### src/rtl/vic_pkg.sv
package vic_pkg;
  localparam int NDED = 3;
  localparam int NPER = 8;
  localparam int NSRC = NDED + NPER;
  localparam int NVEC = NDED + 1;
  localparam int CW   = NPER;
  localparam int AW   = 2;

  typedef enum logic [AW-1:0] {
    A_CORE  = 2'd0,
    A_PFLAG = 2'd1,
    A_PEN   = 2'd2,
    A_CTRL  = 2'd3
  } csr_addr_e;
endpackage

### src/rtl/vic_flags.sv
module vic_flags
  import vic_pkg::*;
(
  input  logic            clk,
  input  logic            rst_n,
  input  logic [NSRC-1:0] evt,
  input  logic [NDED-1:0] clr_ded,
  input  logic            set_gdis,
  input  logic            clr_gdis,
  input  logic            csr_we,
  input  logic [AW-1:0]   csr_addr,
  input  logic [CW-1:0]   csr_wdata,
  output logic [CW-1:0]   csr_rdata,
  output logic [NDED-1:0] ded_pend,
  output logic            per_pend,
  output logic            gdis
);
  localparam int EN_LSB = NDED + 1;

  logic [NDED-1:0] ded_flag, ded_en;
  logic [NPER-1:0] per_flag, per_en;
  logic            sum_en, gdis_q, per_sum;
  logic            wr_core, wr_pf, wr_pe, wr_ctrl;

  assign wr_core = csr_we && (csr_addr == A_CORE);
  assign wr_pf   = csr_we && (csr_addr == A_PFLAG);
  assign wr_pe   = csr_we && (csr_addr == A_PEN);
  assign wr_ctrl = csr_we && (csr_addr == A_CTRL);

  always_ff @(posedge clk) begin
    if (!rst_n) begin
      ded_flag <= '0;
      ded_en   <= '0;
      per_flag <= '0;
      per_en   <= '0;
      sum_en   <= 1'b0;
      gdis_q   <= 1'b1;
    end else begin
      ded_flag <= evt[NDED-1:0] |
                  (wr_core ? csr_wdata[NDED-1:0] : (ded_flag & ~clr_ded));
      per_flag <= evt[NSRC-1:NDED] | (wr_pf ? csr_wdata : per_flag);
      if (wr_core) begin
        ded_en <= csr_wdata[EN_LSB +: NDED];
        sum_en <= csr_wdata[CW-1];
      end
      if (wr_pe) per_en <= csr_wdata;
      if (set_gdis)      gdis_q <= 1'b1;
      else if (clr_gdis) gdis_q <= 1'b0;
      else if (wr_ctrl)  gdis_q <= csr_wdata[0];
    end
  end

  assign per_sum  = |(per_flag & per_en);
  assign per_pend = per_sum & sum_en;
  assign ded_pend = ded_flag & ded_en;
  assign gdis     = gdis_q;

  always_comb begin
    csr_rdata = '0;
    unique case (csr_addr)
      A_CORE:  csr_rdata = {sum_en, ded_en, per_sum, ded_flag};
      A_PFLAG: csr_rdata = per_flag;
      A_PEN:   csr_rdata = per_en;
      A_CTRL:  csr_rdata = {{(CW-1){1'b0}}, gdis_q};
      default: csr_rdata = '0;
    endcase
  end

  AST_HW_SET_STICKS: assert property (@(posedge clk) disable iff (!rst_n)
    (|evt) |=> (({per_flag, ded_flag} & $past(evt)) == $past(evt)));
  AST_GDIS_ON_ENTRY: assert property (@(posedge clk) disable iff (!rst_n)
    set_gdis |=> gdis_q);
  AST_GDIS_OFF_RET: assert property (@(posedge clk) disable iff (!rst_n)
    (clr_gdis && !set_gdis) |=> !gdis_q);
  AST_PER_NO_AUTOCLR: assert property (@(posedge clk) disable iff (!rst_n)
    !wr_pf |=> ((per_flag & $past(per_flag)) == $past(per_flag)));
endmodule

### src/rtl/vic_prio.sv
module vic_prio
  import vic_pkg::*;
#(
  parameter int           VW       = 16,
  parameter logic [VW-1:0] VEC_PIN  = 16'h0008,
  parameter logic [VW-1:0] VEC_TMR0 = 16'h0010,
  parameter logic [VW-1:0] VEC_TCLK = 16'h0018,
  parameter logic [VW-1:0] VEC_PERI = 16'h0020
)(
  input  logic            clk,
  input  logic            rst_n,
  input  logic [NDED-1:0] ded_pend,
  input  logic            per_pend,
  input  logic            gdis,
  output logic            req,
  output logic [NVEC-1:0] sel,
  output logic [VW-1:0]   vec
);
  localparam logic [VW-1:0] VTAB [NVEC] = '{VEC_PIN, VEC_TMR0, VEC_TCLK, VEC_PERI};

  logic [NVEC-1:0] pend;
  assign pend = {per_pend, ded_pend};

  always_comb begin
    logic seen;
    seen = 1'b0;
    sel  = '0;
    for (int i = 0; i < NVEC; i++) begin
      sel[i] = pend[i] & ~seen;
      seen   = seen | pend[i];
    end
  end

  always_comb begin
    vec = '0;
    for (int i = 0; i < NVEC; i++)
      if (sel[i] && !gdis) vec = VTAB[i];
  end

  assign req = !gdis && (|pend);

  AST_SEL_ONEHOT: assert property (@(posedge clk) disable iff (!rst_n)
    $onehot0(sel));
  AST_REQ_HAS_VEC: assert property (@(posedge clk) disable iff (!rst_n)
    req |-> (vec != '0));
endmodule

### src/rtl/vec_irq_ctrl.sv
module vec_irq_ctrl
  import vic_pkg::*;
#(
  parameter int           VW       = 16,
  parameter logic [VW-1:0] VEC_PIN  = 16'h0008,
  parameter logic [VW-1:0] VEC_TMR0 = 16'h0010,
  parameter logic [VW-1:0] VEC_TCLK = 16'h0018,
  parameter logic [VW-1:0] VEC_PERI = 16'h0020
)(
  input  logic            clk,
  input  logic            rst_n,
  input  logic [NSRC-1:0] src_evt,
  input  logic            csr_we,
  input  logic [AW-1:0]   csr_addr,
  input  logic [CW-1:0]   csr_wdata,
  output logic [CW-1:0]   csr_rdata,
  output logic            irq_req,
  input  logic            irq_ack,
  output logic [VW-1:0]   irq_vec,
  input  logic            irq_ret,
  output logic            stk_push,
  output logic            stk_pop,
  output logic            wake
);
  logic [NDED-1:0] ded_pend, clr_ded;
  logic            per_pend, gdis, accept;
  logic [NVEC-1:0] sel;

  assign accept  = irq_req & irq_ack;
  assign clr_ded = sel[NDED-1:0] & {NDED{accept}};

  vic_flags u_flags (
    .clk(clk), .rst_n(rst_n), .evt(src_evt), .clr_ded(clr_ded),
    .set_gdis(accept), .clr_gdis(irq_ret),
    .csr_we(csr_we), .csr_addr(csr_addr), .csr_wdata(csr_wdata),
    .csr_rdata(csr_rdata), .ded_pend(ded_pend), .per_pend(per_pend),
    .gdis(gdis)
  );

  vic_prio #(
    .VW(VW), .VEC_PIN(VEC_PIN), .VEC_TMR0(VEC_TMR0),
    .VEC_TCLK(VEC_TCLK), .VEC_PERI(VEC_PERI)
  ) u_prio (
    .clk(clk), .rst_n(rst_n), .ded_pend(ded_pend), .per_pend(per_pend),
    .gdis(gdis), .req(irq_req), .sel(sel), .vec(irq_vec)
  );

  assign stk_push = accept;
  assign stk_pop  = irq_ret;
  assign wake     = (|ded_pend) | per_pend;

  AST_ENTRY_DROPS_REQ: assert property (@(posedge clk) disable iff (!rst_n)
    accept |=> !irq_req);
  AST_WAKE_COVERS_REQ: assert property (@(posedge clk) disable iff (!rst_n)
    irq_req |-> wake);

  for (genvar g = 0; g < NDED; g++) begin : g_autoclr
    AST_DED_AUTOCLR: assert property (@(posedge clk) disable iff (!rst_n)
      (accept && sel[g] && !src_evt[g] && !(csr_we && csr_addr == A_CORE))
      |=> !ded_pend[g]);
  end
endmodule

### config.mk
export PLATFORM = sky130hd
export DESIGN_NAME = vec_irq_ctrl
export DESIGN_NICKNAME = d
export VERILOG_FILES = /design/src/rtl/vic_pkg.sv /design/src/rtl/vic_flags.sv /design/src/rtl/vic_prio.sv /design/src/rtl/vec_irq_ctrl.sv
export SDC_FILE = /design/constraint.sdc
export NUM_CORES = 1
export LEC_CHECK = 0
export BUFFER_PORTS_ARGS = -buffer_cell sky130_fd_sc_hd__buf_2
export CAP_MARGIN = 10
export CORE_ASPECT_RATIO = 1.2
export CORE_UTILIZATION = 30
export DETAILED_ROUTE_END_ITERATION = 6
export GPL_TIMING_DRIVEN = 0
export PLACE_DENSITY = 0.62
export REMOVE_ABC_BUFFERS = 1
export SLEW_MARGIN = 20
export SYNTH_ARGS = -nofsm -noshare
export SYNTH_HDL_FRONTEND = slang
export SYNTH_HIERARCHICAL = 1
export SYNTH_SLANG_ARGS = --single-unit
### constraint.sdc
create_clock -name clk -period 1.9 [get_ports clk]
set_input_delay 0.095 -clock clk [delete_from_list [all_inputs] [get_ports clk]]
set_output_delay 0.095 -clock clk [all_outputs]
set_load 0.02 [all_outputs]
==> run_results.csv, run 1 <==
group,metric,value,unit
worst_setup_path,cp_cell_sequence,"a22oi_2, nand4_1, buf_4, buf_4, a221o_1, buf_2",
cells_and_area,layout-drive-gt1-share,37.4,%
timing,setup_violations,0,
yosys,synth_top_area_cell,"dfxtp_1",
placement,gp_congestion,0.741,
worst_setup_path,cpMostUsedCell,"buf_4",
yosys,synthDistinctLibCells,37,
placement,portBuffers,40,
cells_and_area,synthToLayoutAreaGrowth,17.3,%
clock_tree,path_clk_slew,80,ps
worst_setup_path,critical_path.top_delay_family,"compound AO/OA/AOI/OAI gates",
hold_path,holdCritPathClass,"in2reg",
cells_and_area,multi_input_area,908,um2
cells_and_area,seqCellArea,487,um2
die,coreArea,0.00466,mm2
power_and_ir_drop,vdd_ir_drop_max,0.179,mV
hold_path,min_to,"u_flags/per_flag[3]",
yosys,synth_top_cells_by_count,"dfxtp_1, buf_4, nand2_1",
hold_path,hold_start,"src_evt[6]",
worst_setup_path,start_kind,"flip-flop",
yosys,synth-async-reset-ratio,0,%
die,die-area,0.00522,mm2
timing,rsz0062_at_grt,"false",
worst_setup_path,cp_data_arrival_time,1720,ps
die,die_y,79.0,um
run_status,status,"finished clean",
yosys,synth_warnings,6,
worst_setup_path,cpPeakStageDelay,340,ps
worst_setup_path,critical_path_depth,6,
worst_setup_path,cp.required,1800,ps
clock_tree,clk_latency,260,ps
timing,period_minus_slack,1810,ps
placement,dpl.hpwl,2390,um
route,vias,1223,
yosys,ys.flop_type,"dfxtp_1",
worst_setup_path,reg2reg_to,"u_flags/ded_flag[1]",
cells_and_area,diodes,0,
worst_setup_path,reg2reg_depth,8,
cells_and_area,final_area,0.00174,mm2
route,postRouteAntennaNets,0,
power_and_ir_drop,p_leak,0.774,nW
timing,tightest_slew,817,ps
timing,fmaxAchievable,552,MHz
grt,grt_pass1_vias,1145,
yosys,syn_area_per_cell,9.26,um2
timing,drv_slew,0,
timing,hold_viol_final,0,
worst_setup_path,path_max_fanout,3,
yosys,synth_cells,160,
power_and_ir_drop,cellPowerDensity,621,mW/mm2
grt,antenna_found_initial,0,
worst_setup_path,critPathBufInv,3,
route,drc,0,
die,io_pins,54,
route,firstDrtPassIters,4,
hold_path,hold_depth,2,
route,via_per_inst,4.83,
die,fp-row-count,27,
timing,worst_slew_margin_rel,45.3,%
clock_tree,cts_sinks,24,
grt,grt.overflow.total,0,
worst_setup_path,slowest_stage,"dfxtp_2",
cells_and_area,nFillCells,513,
placement,place_area,0.00163,mm2
grt,grt_max_degree,25,
route,wl_per_cell,13.3,um
timing,min_period_over_period,95.3,%
yosys,netlist.area_leader.share,32.4,%
clock_tree,cts_root_buffer,"clkbuf_8",
die,start_util,31.8,%
yosys,ys_ff_latch,24,
yosys,yosysSeqAreaShare,32.4,%
worst_setup_path,r2r_setup_slack,210,ps
timing,setup-tns-final,0,ps
clock_tree,cts-buffers-inserted,3,
yosys,yosysMostFrequentCell,"dfxtp_1",
grt,grt_usage,13.7,%
die,dieWidth,66.2,um
worst_setup_path,reg2reg_from,"u_flags/per_en[6]",
clock_tree,cts_tree,"built",
clock_tree,cts_hold_buffers,0,
yosys,synthTopCellsByArea,"dfxtp_1, buf_4, mux2i_1, mux2_2, o21a_1",
timing,fin_skew,5.12,ps
cells_and_area,nets,223,
worst_setup_path,critPathCaptureType,"primary output",
clock_tree,cts_buffer_depth,2,
worst_setup_path,crit_type,"reg2out",
grt,grt_pass1_wl,5490,um
clock_tree,htreeDepth,1,
yosys,synth_edf_count,0,
route,drtIter0Drc,58,
yosys,synth.cell_area,0.00148,mm2
route,totalWireLength,3370,um
run,drv_cap,0,
## where the power goes
part           internal [mW]  switching [mW]  total (mW)
clock                  0.142           0.156       0.297
sequential             0.532          0.0241       0.557
combinational         0.0991           0.125       0.225
total                  0.773           0.305        1.08
## routing by layer
metal	vias up	global-route usage [%]	wire, um
met5	-	0	0
met4	0	5.53	23
met3	2	2.44	187
met2	42	22.6	1680
met1	570	17.3	1480
li1	609	-	-
## registers in the layout, indices dropped and copies added (netlist names)
register and count:
u_flags/gdis 1, u_flags/ded_en 3, u_flags/per_flag 8, u_flags/ded_flag 3, u_flags/per_en 8, u_flags/sum_en 1
## worst register-to-register path, delay by kind of cell (launching register included)
| family | cells | cell delay [ps] |
|---|---|---|
| AOI/OAI and AO/OA | 2 | 320 |
| and+or+nand+nor | 6 | 970 |
| DFF | 1 | 340 |
## cells by family after synthesis
group / share of synthesized area [%]
buf+inv: 11.8
mux: 15.3
compound gates: 15.3
flops: 32.4
other cells: 0.253
simple gates: 24.9
## placed cells by master, fill, tap and decap left out, types with 5 or more instances in the layout
| master | n |
|---|---|
| buf_2 | 39 |
| dfxtp_1 | 19 |
| nand2_1 | 14 |
| conb_1 | 13 |
| mux2i_1 | 11 |
| nand3_1 | 9 |
| mux2_2 | 8 |
| o21a_1 | 8 |
| o21ai_0 | 7 |
| a21boi_0 | 7 |
| and2_1 | 6 |
| nor2b_1 | 5 |
| dfxtp_2 | 5 |
## cell type report
class                   count  share of cell area, %
multi-input cells         124                   52.3
clock buffers               3                   2.38
well taps                  58                   4.18
flip-flops and latches     24                   28.0
inverters                   1                  0.216
repair buffers             43                   13.0
## timing repair
item,4_1_cts,5_1_grt
setup buffers,3,0
endpoints found under the setup margin,1,5
pin swaps,4,6
cloned,0,0
gates resized for setup,5,9
## worst max-delay path by stage
| stage | end | startpoint | slack, ps |
|---|---|---|---|
| 2_1_floorplan | u_flags/ded_flag[0] | u_flags/per_en[4] | 220 |
| 3_3_place_gp | u_flags/ded_flag[0] | u_flags/per_flag[0] | 150 |
| 3_5_place_dp | u_flags/ded_flag[0] | u_flags/per_flag[0] | 110 |
| 4_1_cts | stk_push | u_flags/per_en[0] | 2 |
| 5_1_grt | stk_push | u_flags/per_en[6] | 40 |
| 6_report | csr_rdata[3] | u_flags/per_en[6] | 90 |
## metrics by stage
stage                     utilization (%)  total power [mW]  setup slack, ps  hold slack [ps]  cells
final                                37.3              1.08             89.4             31.7    253
after global routing                 37.3              1.13             37.4             24.6    253
after CTS                            36.8              1.09             1.55             25.8    253
after detailed placement             34.9             0.779              106              308    247
after global placement               34.9             0.776              149              306    247
after floorplan                         -             0.690              217              190    149
No activity file was read; power rests on OpenSTA's default activity.
==> run 2, diff against run 1 <==
--- a/config.mk
+++ b/config.mk
@@ -7,13 +7,10 @@
 export LEC_CHECK = 0
 export BUFFER_PORTS_ARGS = -buffer_cell sky130_fd_sc_hd__buf_2
 export CAP_MARGIN = 10
-export CORE_ASPECT_RATIO = 1.2
 export CORE_UTILIZATION = 30
 export DETAILED_ROUTE_END_ITERATION = 6
 export GPL_TIMING_DRIVEN = 0
-export PLACE_DENSITY = 0.62
 export REMOVE_ABC_BUFFERS = 1
-export SLEW_MARGIN = 20
 export SYNTH_ARGS = -nofsm -noshare
 export SYNTH_HDL_FRONTEND = slang
 export SYNTH_HIERARCHICAL = 1
==> run 2 against run 1 <==
Effect of this change: combinational power is 3% lower; sequential share of layout area decreased by 0.49 points; clock skew shrank 3.6 ps; largest power group unchanged; setup slack gained 15 ps; critical path depth increased by 1; largest cell class unchanged; sequential power is essentially flat; register-to-register slack lost 30 ps; via count fell by 1.5%.
==> run_results.csv, run 2 (synthesis gave the netlist of run 1 again) <==
group,metric,value,unit
worst_setup_path,reg2reg_depth,8,
cells_and_area,layout-drive-gt1-share,35.9,%
route,drtIter0Drc,41,
placement,pre_cts_slack,120,ps
grt,grt.overflow.total,0,
cells_and_area,synthToLayoutAreaGrowth,18.5,%
worst_setup_path,start_kind,"flip-flop",
cells_and_area,nets,222,
route,vias,1205,
clock_tree,cts_sinks,24,
worst_setup_path,critPathCaptureType,"primary output",
timing,fin_skew,1.55,ps
worst_setup_path,slowest_stage,"dfxtp_2",
cells_and_area,finalNonFillerCells,262,
cells_and_area,multi_input_area,908,um2
hold_path,holdCritPathClass,"in2reg",
timing,fmaxAchievable,557,MHz
timing,min_period_over_period,94.5,%
route,via_per_inst,4.60,
placement,dpl.hpwl,2360,um
worst_setup_path,r2r_setup_slack,180,ps
die,die_y,72.3,um
timing,period_minus_slack,1800,ps
die,dieWidth,72.3,um
die,io_pins,54,
route,drc,0,
worst_setup_path,startpoint,"u_flags/per_en[0]",
power_and_ir_drop,vdd_ir_drop_max,0.242,mV
grt,grt_pass1_vias,1063,
worst_setup_path,critical_path.top_delay_family,"simple AND/OR/NAND/NOR gates",
clock_tree,cts-buffers-inserted,3,
cells_and_area,reg_top3,"u_flags/per_en (8), u_flags/per_flag (8)",
cells_and_area,nFillCells,499,
clock_tree,clk_latency,260,ps
placement,dp_cells,256,
timing,drv_slew,0,
timing,setup_violations,0,
die,coreArea,0.00472,mm2
cells_and_area,seqCellArea,483,um2
worst_setup_path,cp_cell_sequence,"a22oi_2, nand4_1, and2_4, nor4_4, nor2_2, buf_4, buf_2",
route,postRouteAntennaNets,0,
power_and_ir_drop,power.total,1.12,mW
worst_setup_path,reg2reg_to,"u_flags/ded_flag[1]",
cells_and_area,final_cell_mix,"buf_2, dfxtp_1, nand2_1, conb_1, mux2i_1",
die,start_util,31.4,%
die,die-area,0.00522,mm2
timing,tightest_slew,821,ps
route,totalWireLength,3310,um
power_and_ir_drop,cellPowerDensity,637,mW/mm2
cells_and_area,final_common_cell,"buf_2",
clock_tree,cts_tree,"built",
timing,setup-tns-final,0,ps
worst_setup_path,path_max_fanout,5,
timing,fin_ws,105,ps
clock_tree,path_clk_slew,80,ps
grt,grt_pass1_wl,5250,um
worst_setup_path,crit_type,"reg2out",
worst_setup_path,reg2reg_from,"u_flags/per_en[0]",
worst_setup_path,critPathBufInv,2,
timing,worst_slew_margin_rel,45.0,%
run_status,status,"finished clean",
grt,grt_usage,13.0,%
clock_tree,cts_buffer_depth,2,
worst_setup_path,cp_data_arrival_time,1700,ps
placement,gp_congestion,0.745,
clock_tree,htreeDepth,1,
cells_and_area,diodes,0,
die,fp-row-count,25,
grt,grt_max_degree,25,
run,drv_cap,0,
route,firstDrtPassIters,4,
cells_and_area,post-route-util,37.2,%
timing,hold_viol_final,0,
route,wl_per_cell,12.6,um
worst_setup_path,cp.required,1800,ps
grt,antenna_found_initial,0,
clock_tree,cts_root_buffer,"clkbuf_8",
worst_setup_path,cpPeakStageDelay,340,ps
power_and_ir_drop,p_leak,0.776,nW
worst_setup_path,crit_end,"irq_req",
worst_setup_path,critical_path_depth,7,
placement,portBuffers,40,
-- run 2: through the flow --
stage	hold WS (ps)	instance area [um2]
finish	35.9	1760
global route	27.9	1760
CTS	31.9	1700
detailed placement	309	1640
global placement	307	1640
floorplan	190	1360
-- run 2: final cells by class --
| type | count | area share, % |
|---|---|---|
| Multi-Input combinational cell | 124 | 51.7 |
| Sequential cell | 24 | 27.5 |
| Timing Repair Buffer | 42 | 12.6 |
| Tap cell | 67 | 4.78 |
| Clock buffer | 4 | 3.14 |
| Inverter | 1 | 0.214 |
-- run 2: how the worst min path moves through the flow --
| stage | start | to | depth (start not counted) | slack, ps |
|---|---|---|---|---|
| after global placement | src_evt[3] | u_flags/per_flag[0] | 2 | 310 |
| after floorplan | irq_ret | stk_pop | 0 | 190 |
| after detailed placement | src_evt[5] | u_flags/per_flag[2] | 2 | 310 |
| after CTS | src_evt[5] | u_flags/per_flag[2] | 2 | 30 |
| after global routing | src_evt[6] | u_flags/per_flag[3] | 2 | 30 |
| final | src_evt[3] | u_flags/per_flag[0] | 2 | 40 |
-- run 2: per-layer routing --
layer	vias to the layer above	GRT usage [%]	share of wire [%]
met5	-	0	0
li1	615	-	-
met1	557	18.0	47
met2	31	21.0	49
met4	0	3.92	0.51
met3	2	1.67	3.5
-- run 2: worst register-to-register path, stage by stage (launching register included) --
cell     delay, ps
dfxtp_2        340
a22oi_2        190
nand4_1        130
and2_4         180
nor4_4         220
nor2_2          90
and3_1         180
nor3b_1        200
o31a_1         130
-- run 2: report_power, final --
| part | total [mW] | internal, mW | switching, mW |
|---|---|---|---|
| clock network | 0.344 | 0.185 | 0.159 |
| registers | 0.556 | 0.531 | 0.0244 |
| logic | 0.218 | 0.0946 | 0.124 |
-- run 2: repair_timing --
item,4_1_cts,5_1_grt
buffers inserted,0,2
hold buffers,0,0
endpoints found under the setup margin,1,4
pin swaps,0,6
gates resized for setup,1,11
hold endpoints to repair,0,0
